### src/rtl/rotmask_pkg.sv
package rotmask_pkg;
  localparam int unsigned DATA_W = 64;
  localparam int unsigned IDX_W  = $clog2(DATA_W);
  localparam int unsigned HALF_W = DATA_W / 2;

  // strobes from control to datapath
  typedef struct packed {
    logic             wordSel;
    logic [IDX_W-1:0] rotAmt;
    logic [IDX_W-1:0] maskFirst;
    logic [IDX_W-1:0] maskLast;
  } rmStrobe_t;
endpackage

### src/rtl/rotmask_ctrl.sv
module rotmask_ctrl
  import rotmask_pkg::*;
(
  input  logic             modeIn,
  input  logic [IDX_W-1:0] rotIn,
  input  logic [IDX_W-1:0] firstIn,
  input  logic [IDX_W-1:0] lastIn,
  output rmStrobe_t        strb
);
  always_comb begin
    strb.wordSel = modeIn;
    if (modeIn) begin
      strb.rotAmt    = {1'b0, rotIn[IDX_W-2:0]};
      strb.maskFirst = {1'b1, firstIn[IDX_W-2:0]};
      strb.maskLast  = {1'b1, lastIn[IDX_W-2:0]};
    end else begin
      strb.rotAmt    = rotIn;
      strb.maskFirst = firstIn;
      strb.maskLast  = lastIn;
    end
  end

  always_comb begin
    if (modeIn) begin
      assert_word_amount_R5: assert (strb.rotAmt < IDX_W'(HALF_W))
        else $error("word-mode rotate amount out of range");
    end
  end
endmodule

### src/rtl/rotmask_datapath.sv
module rotmask_datapath
  import rotmask_pkg::*;
(
  input  logic [DATA_W-1:0] srcIn,
  input  rmStrobe_t         strb,
  output logic [DATA_W-1:0] resultOut
);
  logic [DATA_W-1:0]   operand;
  logic [2*DATA_W-1:0] shifted;
  logic [DATA_W-1:0]   rotated;
  logic [DATA_W-1:0]   maskVec;
  logic                wrapMask;

  assign operand  = strb.wordSel ? {srcIn[HALF_W-1:0], srcIn[HALF_W-1:0]} : srcIn;
  assign shifted  = {operand, operand} << strb.rotAmt;
  assign rotated  = shifted[2*DATA_W-1:DATA_W];
  assign wrapMask = strb.maskFirst > strb.maskLast;

  for (genvar k = 0; k < DATA_W; k++) begin : g_mask
    localparam logic [IDX_W-1:0] POS = IDX_W'(k);
    logic geFirst, leLast;
    assign geFirst = POS >= strb.maskFirst;
    assign leLast  = POS <= strb.maskLast;
    assign maskVec[DATA_W-1-k] = wrapMask ? (geFirst | leLast) : (geFirst & leLast);
  end

  assign resultOut = rotated & maskVec;

  always_comb begin
    assert_begin_bit_set_R2: assert (maskVec[DATA_W-1-int'(strb.maskFirst)])
      else $error("mask begin bit clear");
    if (!wrapMask) begin
      assert_span_count_R2: assert ($countones(maskVec) ==
          int'(strb.maskLast) - int'(strb.maskFirst) + 1)
        else $error("mask span count wrong");
    end else begin
      assert_wrap_count_R3: assert ($countones(maskVec) ==
          DATA_W - (int'(strb.maskFirst) - int'(strb.maskLast) - 1))
        else $error("wrap mask count wrong");
    end
    if (strb.wordSel) begin
      assert_halves_equal_R4: assert (rotated[DATA_W-1:HALF_W] == rotated[HALF_W-1:0])
        else $error("word rotate halves differ");
    end
    assert_outside_mask_zero_R7: assert ((resultOut & ~maskVec) == '0)
      else $error("result bit outside mask");
  end
endmodule

### src/rtl/rotmask_unit.sv
module rotmask_unit
  import rotmask_pkg::*;
(
  input  logic [DATA_W-1:0] srcData,
  input  logic [IDX_W-1:0]  rotAmount,
  input  logic [IDX_W-1:0]  maskBegin,
  input  logic [IDX_W-1:0]  maskEnd,
  input  logic              wordMode,
  output logic [DATA_W-1:0] resultData
);
  rmStrobe_t strb;

  rotmask_ctrl ctrl_i (
    .modeIn (wordMode),
    .rotIn  (rotAmount),
    .firstIn(maskBegin),
    .lastIn (maskEnd),
    .strb   (strb)
  );

  rotmask_datapath dp_i (
    .srcIn    (srcData),
    .strb     (strb),
    .resultOut(resultData)
  );
endmodule

### config.mk
export PLATFORM = sky130hd
export DESIGN_NAME = rotmask_unit
export DESIGN_NICKNAME = d
export VERILOG_FILES = /design/src/rtl/rotmask_pkg.sv /design/src/rtl/rotmask_ctrl.sv /design/src/rtl/rotmask_datapath.sv /design/src/rtl/rotmask_unit.sv
export SDC_FILE = /design/constraint.sdc
export NUM_CORES = 1
export LEC_CHECK = 0
export BUFFER_PORTS_ARGS = -buffer_cell sky130_fd_sc_hd__buf_2
export CELL_PAD_IN_SITES_DETAIL_PLACEMENT = 1
export CELL_PAD_IN_SITES_GLOBAL_PLACEMENT = 1
export CORE_ASPECT_RATIO = 0.8
export CORE_MARGIN = 4
export CORE_UTILIZATION = 49
export DETAILED_ROUTE_END_ITERATION = 8
export PLACE_DENSITY = 0.94
export RECOVER_POWER = 25
export SLEW_MARGIN = 20
export SYNTH_ARGS = -nofsm -noshare
export SYNTH_HDL_FRONTEND = slang
export SYNTH_HIERARCHICAL = 1
export SYNTH_SLANG_ARGS = --single-unit
### constraint.sdc
create_clock -name vclk -period 11.4
set_input_delay 2.28 -clock vclk [all_inputs]
set_output_delay 2.28 -clock vclk [all_outputs]
set_load 0.01 [all_outputs]
Word-level counts from Yosys, hierarchy flattened --
Index checks and enable logic that the tools add are counted.
Operators by class: magnitude comparators 129, shifts and indexed selects 1, multiplexer cells 66, bitwise gates (word level) 129
Operators by type and width (count):
- $ge 6x6->1 const A | 32
- $le 6x6->1 const A | 32
- $shl 128x6->128 | 1
- $ge 5x6->1 const A | 16
- $le 5x6->1 const A | 16
- $and 1x1->1 | 64
- $and 64x64->64 | 1
- $mux 1 | 64
- $mux 64 | 1
- $or 1x1->1 | 64
- $ge 4x6->1 const A | 8
- $le 4x6->1 const A | 8
- $ge 3x6->1 const A | 4
- $le 3x6->1 const A | 4
- $mux 18 | 1
- $ge 1x6->1 const A | 2
- $ge 2x6->1 const A | 2
- $le 1x6->1 const A | 2
- $le 2x6->1 const A | 2
- $gt 6x6->1 | 1
Storage, ports and cells: flip-flop bits (word level) 0, input port bits 83, output and inout bits 64

Depth between registers and ports, before layout --
Gate-level depths: netlist of the first run.
depth in word-level cells 5, gate-level depth with buffers 13, gate-level depth less buffers 9

Hierarchy --
Netlist of the first run, hierarchy kept.
By module, submodules not included:
- rotmask_datapath | times used 1, cells each 1051, area an instance 8933.6 um2, sequential area each 0.0 um2
- rotmask_ctrl | times used 1, cells each 19, area an instance 138.9 um2, sequential area each 0.0 um2

Worst setup path after synthesis of the first run --
No wires, ideal clock.
kind input port to output port, start input port wordMode, end output port resultData[31], arrival 4.866 ns, required time 9.120 ns, setup slack 4.254 ns, cell stages on the path 13, path buffers 5, cell sequence or2_1 -> clkbuf_1 -> inv_1 -> clkbuf_1 -> ha_1 -> nand4_1 -> or2_2 -> o31a_1 -> clkbuf_1 -> clkbuf_1 -> clkbuf_1 -> a31oi_1 -> nor3_1
Between the ends: word-level cells in the longest chain between the ends 5, elaborated cells between the ends (all ways) 10, classes of those cells order compare: 3; shift: 1; mux: 3; bitwise: 3
Ends and longest elaborated chain:
- start, declared | line rotmask_unit.sv:8 | input logic wordMode,
- $mux 18 | line rotmask_ctrl.sv:12 | if (modeIn) begin
- $ge 6x6->1 / $le 6x6->1 (equally long branches) | line rotmask_datapath.sv:22, rotmask_datapath.sv:23
- $and 1x1->1 / $or 1x1->1 (equally long branches) | line rotmask_datapath.sv:24 | assign maskVec[DATA_W-1-k] = wrapMask ? (geFirst | leLast) : (geFirst & leLast);
- $mux 1 | line rotmask_datapath.sv:24
- $and 64x64->64 (*) | line rotmask_datapath.sv:27 | assign resultOut = rotated & maskVec;
- end, declared | line rotmask_unit.sv:9 | output logic [DATA_W-1:0] resultData
Every way passes the cells marked *; elsewhere a longest branch is shown, timed or not.

Worst setup path after layout of the first run --
start input port rotAmount[0], end output port resultData[1]
Between the ends: word-level cells in the longest chain between the ends 3
Ends and longest elaborated chain:
- start, declared | line rotmask_unit.sv:5 | input logic [IDX_W-1:0] rotAmount,
- $mux 18 | line rotmask_ctrl.sv:12
- $shl 128x6->128 | line rotmask_datapath.sv:15 | assign shifted = {operand, operand} << strb.rotAmt;
- $and 64x64->64 | line rotmask_datapath.sv:27
Every way passes these cells.

==> results.md, run 1 <==
- Setup CP Type: input port to primary output
- Final Setup Violations: 0
- Die Y: 130 µm
- Grt ovf: 0
- Area growth syn-to-layout: 4.68%
- Failing checks: max-capacitance violations, max-slew violations
- Pwr/cell area: 66.8 mW/mm²
- Rows: 44
- CP endpoint kind: primary output
- Sequential cell area: 0 µm²
- Seq/Total Area, Yosys: 0%
- Leakage: 3.73 nW
- Dpl cells: 1331
- Gpl congestion: 1.06
- CLK BUF: 0
- Fill count: 2226
- Post-cts resize count: 0
- Final Cycle Share: 82.4%
- Ys Warns: 6
- Mapped cell area: 0.00907 mm²
- Final Hold Fails: 0
- Seq_cells: 0
- Cell variety after synth: 70
- Mapped Nets: 1159
- Top Ports: 147
- Core Box Area: 0.0182 mm²
- Area leader, netlist: mux4_2
- Pins Over Slew Limit: 79
- Crit path capture: resultData[1]
- Worst Path Max Fanout: 78
- Final Non-Filler Cells: 1332
- Initial antenna violation count: 1
- Final wirelength: 43600 µm
- Worst slack, placed: 3.23 ns
- Syn_area_per_cell: 8.48 µm²
- Top cell type's share of synthesized area: 24.8%
- Worst Hold Slack: 5.18 ns
- Worst Path Required: 9.12 ns
- Residual DRC: 0
- Worst Tran Pin Value: 2.45 ns
- First-pass GRT wire length: 65400 µm
- Top cells by area, synth: mux4_2 (25%), mux2i_1 (10%), mux4_1 (8.7%)
- DRT Pass-1 Iters: 9
- Antenna violation net count after detailed routing: 0
- Worst Setup SP: rotAmount[0]
- DP HPWL: 32700 µm
- CP arrival: 7.12 ns
- Hold Crit Class: input port to primary output
- Via density: 8.21
- Nets: 1192
- Maximum clock rate: 106 MHz
- Hold Buf Count CTS: 0
- Avg WL per Cell: 32.8 µm
- Slew HR: -63.3%
- Largest net degree at the start of global routing: 79
- Setup Total Neg Slack: 0 ns
- Min Tclk post-route: 9.40 ns
- PnR worst setup slack: 2.00 ns
- Die ar.: 0.0208 mm²
- Total GRT Usage: 40.0%
- Multi-input gate area: 0.00828 mm²
- Initial detailed-routing violation count: 1748
- Post-Syn Instances: 1070
- Setup crit start kind: input port
- Unrepaired setup endpoints after global routing: no
- Layout cells sized above 1: 29.0%
- Die span in x: 160 µm
- Vias: 10935
- Peak VDD IR: 43.4 µV
- Input/output buffers: 147
- Status: finished, violations left
- Number of global-route vias before repair: 10665
- # Post-CTS Setup Buffers: 0
- MaxCap Viol Count: 1
- Initial core utilization: 49.9%
-- per-stage QoR --
step                      utilization, %  total power (W)  area [µm²]
after floorplan                        -         0.000411        9070
after global placement              52.4         0.000575        9510
after detailed placement            52.4         0.000604        9510
after CTS                           52.4         0.000607        9510
after global routing                52.3         0.000660        9490
final                               52.3         0.000634        9500
-- cell type report --
cell class	count	area share, %
Antenna cell	1	0.0264
Inverter	22	0.870
Multi-Input combinational cell	916	87.2
Tap cell	230	3.03
Timing Repair Buffer	163	8.89
-- how the worst min path moves through the flow --
| stage | startpoint | to | slack [ns] | cells after the start |
|---|---|---|---|---|
| after floorplan | maskBegin[0] | resultData[63] | 4.91 | 4 |
| after global placement | maskEnd[2] | resultData[57] | 5.16 | 6 |
| after detailed placement | maskBegin[0] | resultData[63] | 5.16 | 5 |
| after CTS | maskBegin[0] | resultData[63] | 5.16 | 5 |
| after global routing | maskEnd[2] | resultData[57] | 5.25 | 6 |
| final | maskBegin[0] | resultData[63] | 5.18 | 5 |
-- placed cells by master (no fill, tap or decap), drive strengths merged, types with 11 or more instances in the layout --
master and instances:
nand2 119, a31oi 14, nand3 24, a211oi 20, inv 21, mux4 130
o211ai 14, buf 151, o31ai 13, nand2b 13, nor2 87, or2 13
and2 11, o21ai 63, a21oi 77, nor3 16, mux2 46, maj3 44
o22ai 16, clkbuf 12, mux2i 94
-- where the power goes --
group / switching (W) / leakage (nW) / total, W / internal, W
combinational: 0.000385 / 3.73 / 0.000634 / 0.000249
sequential: 0 / 0 / 0 / 0
clock: 0 / 0.00000634 / 0.000000000000700 / 0.000000000000694
-- synthesized netlist by cell type (7+ instances only) --
cell type	instances
o21bai_1	7
or2_2	9
buf_1	20
a211oi_1	19
maj3_1	44
buf_2	26
nor3_1	16
o22ai_1	16
nand2b_1	13
a31oi_1	14
clkbuf_1	56
a21oi_1	77
o21ai_0	61
mux2i_1	94
or3_1	7
nand3_1	24
nor2_1	87
inv_1	19
mux4_1	30
nand2_1	119
mux2_2	45
buf_4	18
mux4_2	100
o31ai_1	13
o211ai_1	13
and2_1	10
a22oi_1	7
-- routing by layer --
metal	wire length (µm)	global-route usage, %
met1	14900	50.7
met2	18800	63.1
met3	6700	11.6
met4	3180	20.3
met5	38	1.36
-- worst max-delay path, cell delays in order --
cell and delay, ns:
clkbuf_2 1.71, buf_4 0.78, mux2i_1 0.22, mux4_2 0.59, mux4_2 0.51, and2_1 0.19, or3_1 0.31, a21oi_1 0.27
buf_2 0.20
-- logic make-up after synthesis --
logic type | share of synthesized area [%]
compound gates | 21.1
fa+ha+maj | 5.68
buf+inv | 8.98
mux | 49.6
simple gates | 14.6
No activity file was read; power rests on OpenSTA's default activity.
==> run 2, diff against run 1 <==
- CORE_UTILIZATION: 49 -> 46
- PLACE_DENSITY: 0.94 -> 0.89
- clock period: 11.4 -> 9 ns (I/O delays scaled with it)
==> results.md, run 2 (same netlist as run 1, synthesis figures left out) <==
- First-pass GRT wire length: 63500 µm
- Final Setup Violations: 0
- CP arrival: 5.93 ns
- Rows: 45
- Largest net degree at the start of global routing: 91
- Die ar.: 0.0220 mm²
- Nets: 1192
- Post-cts resize count: 0
- Power Total: 0.000793 W
- Peak VDD IR: 64.3 µV
- Status: complete, no violations
- Initial antenna violation count: 1
- Final Hold Fails: 0
- Vias: 10501
- Worst Path Max Fanout: 53
- Avg WL per Cell: 30.6 µm
- Commonest non-fill, non-tap cell in the layout: buf_2
- MaxCap Viol Count: 0
- Antenna violation net count after detailed routing: 0
- Setup crit start kind: input port
- Input/output buffers: 147
- Grt ovf: 0
- Die span in x: 165 µm
- Worst Path Required: 7.20 ns
- DRT Pass-1 Iters: 5
- DP HPWL: 31600 µm
- Hold Crit Class: input port to primary output
- # Post-CTS Setup Buffers: 0
- Leakage: 3.73 nW
- Maximum clock rate: 129 MHz
- Setup CP Type: input port to primary output
- Final Cycle Share: 85.9%
- Seq_cells: 0
- Gpl congestion: 1.07
- Initial core utilization: 47.3%
- Pins Over Slew Limit: 0
- Final Non-Filler Cells: 1359
- Layout cells sized above 1: 28.8%
- Post-route core utilization: 49.6%
- Initial detailed-routing violation count: 1657
- Sequential cell area: 0 µm²
- Slew HR: 20.3%
- Pwr/cell area: 83.2 mW/mm²
- Area growth syn-to-layout: 5.02%
- Residual DRC: 0
- Fill count: 2348
- Hold Buf Count CTS: 0
- Most frequent cells in the layout: buf_2 (133), nand2_1 (119), mux4_2 (100)
- Min Tclk post-route: 7.73 ns
- Setup Total Neg Slack: 0 ns
- Final wirelength: 41600 µm
- Total GRT Usage: 36.7%
- Via density: 7.73
- CP endpoint kind: primary output
- CLK BUF: 0
- ANT cells: 0
- Dpl cells: 1359
- Top Ports: 147
- Die Y: 134 µm
- Worst Tran Pin Value: 1.20 ns
- Number of global-route vias before repair: 10285
- Core Box Area: 0.0192 mm²
- Unrepaired setup endpoints after global routing: no
## run 2: path summary, 6_finish.rpt
kind              cells past startpoint              to  slack [ns]          from
hold / removal                        5  resultData[63]        4.25  maskBegin[0]
setup / recovery                     13  resultData[12]        1.27      wordMode
## run 2: metal layers
layer | vias to the layer above | global-route usage, % | wire, µm
met5 | - | 0 | 16
met4 | 2 | 12.2 | 1880
met3 | 183 | 10.2 | 5960
met2 | 919 | 56.4 | 18600
met1 | 5118 | 49.8 | 15200
li1 | 4279 | - | -
## run 2: worst max-delay path, cell delays in order
cell      delay (ns)
buf_2           0.48
or2_1           0.19
buf_4           0.29
inv_1           0.27
ha_1            0.38
nand4_1         0.12
a21oi_1         0.30
o31ai_4         0.07
clkbuf_2        0.66
maj3_1          0.65
or3_1           0.35
o32ai_1         0.13
buf_2           0.19
## run 2: final cells by class
cell class         instances  area, µm²  area share, %
multi-input cells        916       8280           86.9
well taps                258        323           3.39
inverters                 22       82.6          0.867
repair buffers           163        843           8.85
## run 2: report_power, final
group | total, W | internal, W | switching, W
Sequential | 0 | 0 | 0
Combinational | 0.000793 | 0.000313 | 0.000480
Clock | 0 | 0 | 0
Total | 0.000793 | 0.000313 | 0.000480
## run 2: through the flow
stage / hold slack, ns / cell area (µm²) / setup slack, ns
floorplan: 3.95 / 9070 / 2.81
global route: 4.30 / 9530 / 1.08
global placement: 4.24 / 9550 / 2.04
detailed placement: 4.22 / 9550 / 1.90
CTS: 4.23 / 9550 / 1.89
finish: 4.25 / 9530 / 1.27
